**src/rtl/inb_win_pkg.sv**
```systemverilog
package inb_win_pkg;

  localparam int PAGE_W = 16;

  localparam int AP_CTRL_OFF   = 'h04;
  localparam int AP_LO_OFF     = 'h10;
  localparam int AP_HI_OFF     = 'h14;
  localparam int WIN_FIRST_OFF = 'h20;
  localparam int WIN_STRIDE    = 16;
  localparam int WIN_CTRL_REL  = 'h0;
  localparam int WIN_BASE_REL  = 'h4;
  localparam int WIN_REMAP_REL = 'hC;

  typedef struct packed {
    logic [PAGE_W-1:0] size_m1;
    logic [7:0]        attr;
    logic [3:0]        target;
    logic              en;
  } win_ctrl_t;

  function automatic win_ctrl_t word_to_ctrl(input logic [31:0] w);
    win_ctrl_t c;
    c.size_m1 = w[31:16];
    c.attr    = w[15:8];
    c.target  = w[7:4];
    c.en      = w[0];
    return c;
  endfunction

  function automatic logic [31:0] ctrl_to_word(input win_ctrl_t c);
    return {c.size_m1, c.attr, c.target, 3'b000, c.en};
  endfunction

endpackage

```
**src/rtl/inb_win_regs.sv**
```systemverilog
module inb_win_regs
  import inb_win_pkg::*;
#(
  parameter int NUM_WIN = 6,
  parameter int REG_AW  = 8
) (
  input  logic                            clk,
  input  logic                            rst_n,
  input  logic                            wr_en,
  input  logic                            rd_en,
  input  logic [REG_AW-1:0]               addr,
  input  logic [31:0]                     wdata,
  output logic [31:0]                     rdata,
  output win_ctrl_t [NUM_WIN-1:0]         win_ctrl,
  output logic [NUM_WIN-1:0][PAGE_W-1:0]  win_base,
  output logic [NUM_WIN-1:0][PAGE_W-1:0]  win_remap,
  output logic                            ap_en,
  output logic [PAGE_W-1:0]               ap_size,
  output logic [PAGE_W-1:0]               ap_base,
  output logic [31:0]                     ap_base_hi
);

  localparam int LAST_OFF = WIN_FIRST_OFF + NUM_WIN * WIN_STRIDE;

  function automatic int win_off(input int i);
    return (i == NUM_WIN - 1) ? LAST_OFF : WIN_FIRST_OFF + i * WIN_STRIDE;
  endfunction

  // aperture registers
  logic              ap_en_q;
  logic [PAGE_W-1:0] ap_size_q;
  logic [PAGE_W-1:0] ap_base_q;
  logic [31:0]       ap_hi_q;

  logic ap_ctrl_we, ap_lo_we, ap_hi_we;
  assign ap_ctrl_we = wr_en && (addr == REG_AW'(AP_CTRL_OFF));
  assign ap_lo_we   = wr_en && (addr == REG_AW'(AP_LO_OFF));
  assign ap_hi_we   = wr_en && (addr == REG_AW'(AP_HI_OFF));

  always_ff @(posedge clk or negedge rst_n) begin
    if (!rst_n) begin
      ap_en_q   <= 1'b0;
      ap_size_q <= '0;
    end else if (ap_ctrl_we) begin
      ap_en_q   <= wdata[0];
      ap_size_q <= wdata[31:16];
    end
  end

  always_ff @(posedge clk or negedge rst_n) begin
    if (!rst_n)        ap_base_q <= '0;
    else if (ap_lo_we) ap_base_q <= wdata[31:16];
  end

  always_ff @(posedge clk or negedge rst_n) begin
    if (!rst_n)        ap_hi_q <= '0;
    else if (ap_hi_we) ap_hi_q <= wdata;
  end

  assign ap_en      = ap_en_q;
  assign ap_size    = ap_size_q;
  assign ap_base    = ap_base_q;
  assign ap_base_hi = ap_hi_q;

  // window register sets
  for (genvar g = 0; g < NUM_WIN; g++) begin : g_win
    localparam int OFF = win_off(g);

    win_ctrl_t         ctrl_q;
    logic [PAGE_W-1:0] base_q;
    logic [PAGE_W-1:0] remap_q;
    logic              ctrl_we, base_we, remap_we;

    assign ctrl_we  = wr_en && (addr == REG_AW'(OFF + WIN_CTRL_REL));
    assign base_we  = wr_en && (addr == REG_AW'(OFF + WIN_BASE_REL));
    assign remap_we = wr_en && (addr == REG_AW'(OFF + WIN_REMAP_REL));

    always_ff @(posedge clk or negedge rst_n) begin
      if (!rst_n)       ctrl_q <= '0;
      else if (ctrl_we) ctrl_q <= word_to_ctrl(wdata);
    end

    always_ff @(posedge clk or negedge rst_n) begin
      if (!rst_n)       base_q <= '0;
      else if (base_we) base_q <= wdata[31:16];
    end

    always_ff @(posedge clk or negedge rst_n) begin
      if (!rst_n)        remap_q <= '0;
      else if (remap_we) remap_q <= wdata[31:16];
    end

    assign win_ctrl[g]  = ctrl_q;
    assign win_base[g]  = base_q;
    assign win_remap[g] = remap_q;
  end

  // read path: next-state mux, then registered data
  logic [31:0] rd_next;

  always_comb begin
    rd_next = '0;
    if (addr == REG_AW'(AP_CTRL_OFF)) rd_next = {ap_size_q, 15'd0, ap_en_q};
    if (addr == REG_AW'(AP_LO_OFF))   rd_next = {ap_base_q, 16'd0};
    if (addr == REG_AW'(AP_HI_OFF))   rd_next = ap_hi_q;
    for (int i = 0; i < NUM_WIN; i++) begin
      if (addr == REG_AW'(win_off(i) + WIN_CTRL_REL))  rd_next = ctrl_to_word(win_ctrl[i]);
      if (addr == REG_AW'(win_off(i) + WIN_BASE_REL))  rd_next = {win_base[i], 16'd0};
      if (addr == REG_AW'(win_off(i) + WIN_REMAP_REL)) rd_next = {win_remap[i], 16'd0};
    end
  end

  always_ff @(posedge clk or negedge rst_n) begin
    if (!rst_n)     rdata <= '0;
    else if (rd_en) rdata <= rd_next;
  end

endmodule

```
**src/rtl/inb_win_match.sv**
```systemverilog
module inb_win_match
  import inb_win_pkg::*;
#(
  parameter int NUM_WIN = 6
) (
  input  logic [PAGE_W-1:0]               addr_hi,
  input  win_ctrl_t [NUM_WIN-1:0]         win_ctrl,
  input  logic [NUM_WIN-1:0][PAGE_W-1:0]  win_base,
  input  logic                            ap_en,
  input  logic [PAGE_W-1:0]               ap_size,
  input  logic [PAGE_W-1:0]               ap_base,
  input  logic [31:0]                     ap_base_hi,
  output logic [NUM_WIN-1:0]              hit_vec
);

  logic ap_hit;

  // the aperture gates every window compare
  assign ap_hit = ap_en && (ap_base_hi == 32'd0) &&
                  ((addr_hi & ~ap_size) == (ap_base & ~ap_size));

  for (genvar g = 0; g < NUM_WIN; g++) begin : g_cmp
    logic [PAGE_W-1:0] keep;
    assign keep       = ~win_ctrl[g].size_m1;
    assign hit_vec[g] = ap_hit && win_ctrl[g].en &&
                        ((addr_hi & keep) == (win_base[g] & keep));
  end

endmodule

```
**src/rtl/inb_win_select.sv**
```systemverilog
module inb_win_select
  import inb_win_pkg::*;
#(
  parameter int NUM_WIN = 6
) (
  input  logic [PAGE_W-1:0]               addr_hi,
  input  logic [NUM_WIN-1:0]              hit_vec,
  input  win_ctrl_t [NUM_WIN-1:0]         win_ctrl,
  input  logic [NUM_WIN-1:0][PAGE_W-1:0]  win_remap,
  output logic                            any_hit,
  output logic [3:0]                      target,
  output logic [7:0]                      attr,
  output logic [PAGE_W-1:0]               xlat_hi
);

  localparam int IDX_W = (NUM_WIN > 1) ? $clog2(NUM_WIN) : 1;

  logic [IDX_W-1:0]  sel;
  win_ctrl_t         sel_ctrl;
  logic [PAGE_W-1:0] sel_remap;

  // descending scan: the lowest set index is the last assignment
  always_comb begin
    sel = '0;
    for (int i = NUM_WIN - 1; i >= 0; i--) begin
      if (hit_vec[i]) sel = IDX_W'(i);
    end
  end

  assign any_hit   = |hit_vec;
  assign sel_ctrl  = win_ctrl[sel];
  assign sel_remap = win_remap[sel];
  assign target    = sel_ctrl.target;
  assign attr      = sel_ctrl.attr;

  always_comb begin
    if (sel_remap == '0) xlat_hi = addr_hi;
    else xlat_hi = (addr_hi & sel_ctrl.size_m1) | (sel_remap & ~sel_ctrl.size_m1);
  end

endmodule

```
**src/rtl/inb_win_decoder.sv**
```systemverilog
module inb_win_decoder
  import inb_win_pkg::*;
#(
  parameter int NUM_WIN = 6,
  parameter int REG_AW  = 8
) (
  input  logic              clk,
  input  logic              rst_n,
  input  logic              reg_wr,
  input  logic              reg_rd,
  input  logic [REG_AW-1:0] reg_addr,
  input  logic [31:0]       reg_wdata,
  output logic [31:0]       reg_rdata,
  input  logic              in_valid,
  input  logic [31:0]       in_addr,
  output logic              out_valid,
  output logic              out_hit,
  output logic              out_miss,
  output logic [3:0]        out_target,
  output logic [7:0]        out_attr,
  output logic [31:0]       out_addr
);

  win_ctrl_t [NUM_WIN-1:0]        win_ctrl;
  logic [NUM_WIN-1:0][PAGE_W-1:0] win_base;
  logic [NUM_WIN-1:0][PAGE_W-1:0] win_remap;
  logic                           ap_en;
  logic [PAGE_W-1:0]              ap_size;
  logic [PAGE_W-1:0]              ap_base;
  logic [31:0]                    ap_base_hi;
  logic [NUM_WIN-1:0]             hit_vec;
  logic                           any_hit;
  logic [3:0]                     sel_target;
  logic [7:0]                     sel_attr;
  logic [PAGE_W-1:0]              xlat_hi;

  inb_win_regs #(.NUM_WIN(NUM_WIN), .REG_AW(REG_AW)) u_regs (
    .clk        (clk),
    .rst_n      (rst_n),
    .wr_en      (reg_wr),
    .rd_en      (reg_rd),
    .addr       (reg_addr),
    .wdata      (reg_wdata),
    .rdata      (reg_rdata),
    .win_ctrl   (win_ctrl),
    .win_base   (win_base),
    .win_remap  (win_remap),
    .ap_en      (ap_en),
    .ap_size    (ap_size),
    .ap_base    (ap_base),
    .ap_base_hi (ap_base_hi)
  );

  inb_win_match #(.NUM_WIN(NUM_WIN)) u_match (
    .addr_hi    (in_addr[31:16]),
    .win_ctrl   (win_ctrl),
    .win_base   (win_base),
    .ap_en      (ap_en),
    .ap_size    (ap_size),
    .ap_base    (ap_base),
    .ap_base_hi (ap_base_hi),
    .hit_vec    (hit_vec)
  );

  inb_win_select #(.NUM_WIN(NUM_WIN)) u_sel (
    .addr_hi   (in_addr[31:16]),
    .hit_vec   (hit_vec),
    .win_ctrl  (win_ctrl),
    .win_remap (win_remap),
    .any_hit   (any_hit),
    .target    (sel_target),
    .attr      (sel_attr),
    .xlat_hi   (xlat_hi)
  );

  // result next-state
  logic        nxt_valid, nxt_hit, nxt_miss;
  logic [3:0]  nxt_target;
  logic [7:0]  nxt_attr;
  logic [31:0] nxt_addr;

  always_comb begin
    nxt_valid  = in_valid;
    nxt_hit    = in_valid && any_hit;
    nxt_miss   = in_valid && !any_hit;
    nxt_target = nxt_hit ? sel_target : 4'd0;
    nxt_attr   = nxt_hit ? sel_attr : 8'd0;
    nxt_addr   = nxt_hit ? {xlat_hi, in_addr[15:0]} : 32'd0;
  end

  always_ff @(posedge clk or negedge rst_n) begin
    if (!rst_n) begin
      out_valid  <= 1'b0;
      out_hit    <= 1'b0;
      out_miss   <= 1'b0;
      out_target <= '0;
      out_attr   <= '0;
      out_addr   <= '0;
    end else begin
      out_valid  <= nxt_valid;
      out_hit    <= nxt_hit;
      out_miss   <= nxt_miss;
      out_target <= nxt_target;
      out_attr   <= nxt_attr;
      out_addr   <= nxt_addr;
    end
  end

endmodule

```
**config.mk**
```make
export PLATFORM = sky130hd
export DESIGN_NAME = inb_win_decoder
export DESIGN_NICKNAME = d
export VERILOG_FILES = /design/src/rtl/inb_win_pkg.sv /design/src/rtl/inb_win_regs.sv /design/src/rtl/inb_win_match.sv /design/src/rtl/inb_win_select.sv /design/src/rtl/inb_win_decoder.sv
export SDC_FILE = /design/constraint.sdc
export NUM_CORES = 1
export LEC_CHECK = 0
export BUFFER_PORTS_ARGS = -buffer_cell sky130_fd_sc_hd__buf_2
export CORE_MARGIN = 2
export CORE_UTILIZATION = 40
export CTS_CLUSTER_DIAMETER = 80
export DETAILED_ROUTE_END_ITERATION = 16
export PLACE_DENSITY = 0.64
export SLEW_MARGIN = 20
export SYNTH_ARGS = -nofsm -noshare
export SYNTH_HDL_FRONTEND = slang
export SYNTH_HIERARCHICAL = 1
export SYNTH_SLANG_ARGS = --single-unit
```
**constraint.sdc**
```tcl
create_clock -name clk -period 4.14 [get_ports clk]
set_input_delay 1.242 -clock clk [delete_from_list [all_inputs] [get_ports clk]]
set_output_delay 1.242 -clock clk [all_outputs]
set_load 0.01 [all_outputs]
```
==> results.md <==
- At the pin with the least slew margin, the transition time is ~0.94 ns.
- In this design, the stage delay of the slowest critical-path cell is 0.56 ns.
- The die is 268 um wide.
- The path class of the tightest hold or removal check is flip-flop to flip-flop.
- The critical path goes through buf_6 -> xnor2_2 -> o211ai_1 -> nor3_4 -> nand3_4 -> buf_6 -> nor4_4 -> buf_4 -> nor3_4 -> buf_6 -> buf_12 -> mux2_4 -> mux4_2 -> or4_4 -> nor4_4 -> buf_6 -> buf_12 -> nor3_4 -> mux2i_1 -> and3_1.
- The register area is 0.0128 mm2.
- The synthesized design spends more area on one cell type than any other, namely dfrtp_1.
- The max-capacitance violation count is 0.
- The HPWL after detailed placement is between 80,000 and 90,000 um.
- The flip-flop and latch count after synthesis is between 500 and 600.
- The total DRC errors in the routed layout is 0.
- The number of synthesized flops with an enable pin is 0.
- For this configuration, the core starts out at a cell density of 0.406.
- For this run, the post-layout net count is 2,958.
- STA classifies the critical path startpoint as a primary input.
- On the critical path, the stage with the largest delay is an instance of or4_4.
- The synthesized area is 0.0280 mm2.
- The run finished, with violations left.
- The hold violation total from the final report came to 0.
- At the later pin of the worst-skew pair, clock insertion delay measures 0.65 ns.
- After clock tree synthesis, the flow added hold-fix buffers numbering 0.
- Synthesis produced 2,498 cells.
- After filler insertion, the fill cell instance count of the layout stands at 6,142.
- The signal arrival time at the worst endpoint is 5.41 ns.
- The worst-case setup margin in the final layout is -0.730 ns.
- In this run the core area contains 96 standard-cell rows.
- The worst relative slew slack is 0.374.
- The TritonCTS clock tree is done.
- The via count of the first global-routing pass was 23,772.
- In this run the count of I/O pins placed on the die edge is around 160.
- The number of optimization iterations in the first detailed-route pass is 6.
- The required time of the worst setup path is 4.68 ns.
- The number of buffers inserted by port buffering is between 150 and 200.
- For the final database, setup skew stands at 0.0466 ns.
- In this run the power spent charging and discharging nets is 0.00334 W.
- Clock-pin slew was measured on the worst setup and hold paths at roughly 0.06 ns.
- In this run the clock root is driven by a clkbuf_16.
- Of the synthesized area, sequential elements account for 0.456.
- The proportion of netlist area held by the largest area contributor is 0.456.
- Among all flip-flop cells after synthesis, the most frequent one is dfrtp_1.
- The number of slew-limit violations in the final report is 0.
- The maximum achievable frequency is approximately 210 MHz.
- The wire length of the first global-routing pass is 171,000 um.
- In this run, the number of DRC markers left after iteration 0 of detailed routing was 3,238.
- The total overflow left after global routing is 0.
- In this design, the critical path's most frequently occurring cell is buf_6.
- The kind of critical path is primary input to flip-flop.
- The count of H-tree levels built during CTS is 2.
- In this run the vertical extent of the chip is 268 um.
- TritonCTS created 57 clock buffers.
- The final RePlAce weighted congestion is between 1 and 1.5.
- The wire length reported by the detailed router is 120,000 um.
- The checks that failed: setup timing.
- The core utilization of the finished layout is 0.508.
- The post-synthesis net count is 2,575.
- In the global route stage, overall resource usage came out at 0.327.
- The share of final-layout standard cells stronger than drive strength 1 is 0.440.
- The kind of end point of the critical path is a flip-flop.
- The overall die area is 0.0721 mm2.
- Dividing the final minimum period by the clock period gives 1.18.
- Entering global routing, the biggest net connects 85 pins.
- The proportion of total power due to net switching is 0.269.
- The total core area is 0.0689 mm2.
- Setup violations remaining at the end of the flow were counted as 28.
- In this run the static leakage power is between 15 and 20 nW.
- Counting flops with an async set or reset pin after synthesis yields a share of 1.00.
- The synthesis-to-layout area growth is 25.2%.
- The final antenna-violating net count is 0.
- The mean number of vias per cell is 6.32.
- The sequential share of power is 0.438.
- The combinational share of power is 0.136.
- Dividing the detail-routed wire length by the instance count gives 31.2 um.
- Synthesis instantiated a little under 80 different standard cells from the library.
- The share of power burned in the clock network is 0.426.
- By area the synthesized netlist is led by dfrtp_1 (46%), mux2_2 (17%), mux2i_1 (3.5%).
- Setup repair after global routing could not meet its margin everywhere.
- The number of antenna violations at the first check in global routing was 5.
- The final standard cell count with taps included and fillers excluded is approximately 3,900.
- In this run the worst path has a maximum fanout of 7.
- The count of yosys warnings during synthesis is 6.
- In the final layout, the multi-input gates occupy 0.0146 mm2.
- The number of cells after detailed placement is 3,721.
- Detailed routing inserted a total of 24,348 vias.
- Counting every sink on the clock net gives 510.
- The mean post-synth cell area is roughly 11 um2.
- The worst-case IR drop observed on VDD is 0.387 mV.
- The minimum period implied by the final worst setup slack is 4.87 ns.
- By count the netlist is led by dfrtp_1 (510), mux2_2 (425), nand2_1 (163).
- The cell with the most instances after synthesis is dfrtp_1.
- The internal power of the cells is 0.00910 W.
- The maximum root-to-sink buffer count is 3.
- For this design the ratio of total power to cell area is 355 mW/mm2.
[worst max-delay path, delay by kind of cell]
family	cells	cell delay, ns
AOI/OAI and AO/OA	1	0.26
xor gates and xnor gates	1	0.14
buffers and inverters	7	1.05
muxes	3	0.94
and+or+nand+nor	8	1.73
[area by class of cell]
class	count	area share
diodes	2	0.000143
clock buffers	86	0.0495
clock inverters	14	0.00603
inverters	55	0.00589
multi-input cells	1700	0.416
flip-flops and latches	510	0.364
well taps	931	0.0332
repair buffers	557	0.125
[routing by layer]
metal,global-route usage,routed length (um),vias up
li1,-,-,9984
met4,0.195,8570,4
met1,0.426,46500,12354
met2,0.504,53500,1615
met3,0.0658,11600,391
met5,0,26,-
[through the flow]
step	power [W]	area [um2]	setup TNS [ns]	setup WS, ns	hold WS (ns)
global placement	0.00706	32100	-42.86	-1.82	0.509
finish	0.0124	35000	-14.53	-0.730	0.523
floorplan	0.00628	28100	-26.48	-1.19	0.486
global route	0.0128	35000	-17.36	-0.854	0.549
detailed placement	0.00709	32100	-45.39	-1.91	0.516
CTS	0.0124	34500	-10.09	-0.675	0.525
[power groups by stage]
| stage | clock network (W) | registers (W) | logic [W] |
|---|---|---|---|
| final | 0.00530 | 0.00545 | 0.00170 |
| after global routing | 0.00557 | 0.00546 | 0.00179 |
| after CTS | 0.00536 | 0.00543 | 0.00164 |
| after detailed placement | 0 | 0.00552 | 0.00157 |
| after global placement | 0 | 0.00552 | 0.00155 |
| after floorplan | 0 | 0.00543 | 0.000847 |
[sequential cells by signal (all words and copies together), names as in the netlist]
name / cells
out_addr: 32
u_regs/ap_size: 16
u_regs/ap_base_hi: 32
out_target: 4
out_attr: 8
u_regs/g_win.remap_q: 96
u_regs/g_win.base_q: 96
u_regs/ap_en: 1
out_valid: 1
out_hit: 1
u_regs/rdata: 32
out_miss: 1
u_regs/win_ctrl: 174
u_regs/ap_base: 16
[cells by family (layout without fill, tap and decap cells)]
kind of cell / Yosys count / after routing / share of synthesized area
multiplexers: 559 / 559 / 0.229
AO/OA/AOI/OAI: 555 / 555 / 0.138
flip-flops: 510 / 510 / 0.456
AND/OR/NAND/NOR: 474 / 474 / 0.0934
buffers and inverters: 288 / 712 / 0.0473
XOR/XNOR: 112 / 112 / 0.0359
other: 0 / 2 / 0
[placed cells by master, fill, tap and decap left out, types with 30 or more instances in the layout]
| cell | n |
|---|---|
| inv_1 | 55 |
| o221a_2 | 30 |
| o21a_1 | 37 |
| nor2_1 | 56 |
| and3_1 | 45 |
| clkbuf_16 | 58 |
| xnor2_1 | 94 |
| dfrtp_1 | 510 |
| nand2_1 | 156 |
| buf_2 | 141 |
| buf_4 | 354 |
| o211ai_1 | 43 |
| o22ai_1 | 72 |
| o21ai_0 | 65 |
| a211oi_1 | 34 |
| mux2_2 | 421 |
| a21oi_1 | 108 |
| mux2i_1 | 98 |
[worst paths after layout]
path                                       from              endpoint  slack, ns  cells past startpoint
hold / removal                 u_regs/rdata[11]      u_regs/rdata[11]       0.52                      2
min in group asynchronous                 rst_n  u_regs/win_ctrl[162]       0.65                      1
setup / recovery                    in_addr[25]          out_addr[22]      -0.73                     20
hold reg to reg                u_regs/rdata[11]      u_regs/rdata[11]       0.52                      2
setup reg to reg           u_regs/ap_base_hi[7]          out_addr[22]      -0.65                     19
max in group asynchronous                 rst_n  u_regs/ap_base_hi[2]       2.53                      2
[what timing repair did]
action                                  CTS  global route
endpoints found under the setup margin   28            28
cloned                                    2             2
endpoints found under the hold margin     0             0
setup buffers                             8            20
pin swaps                                28            27
gates resized for setup                  69            79
Note: power is estimated with default switching activity, not from simulation.
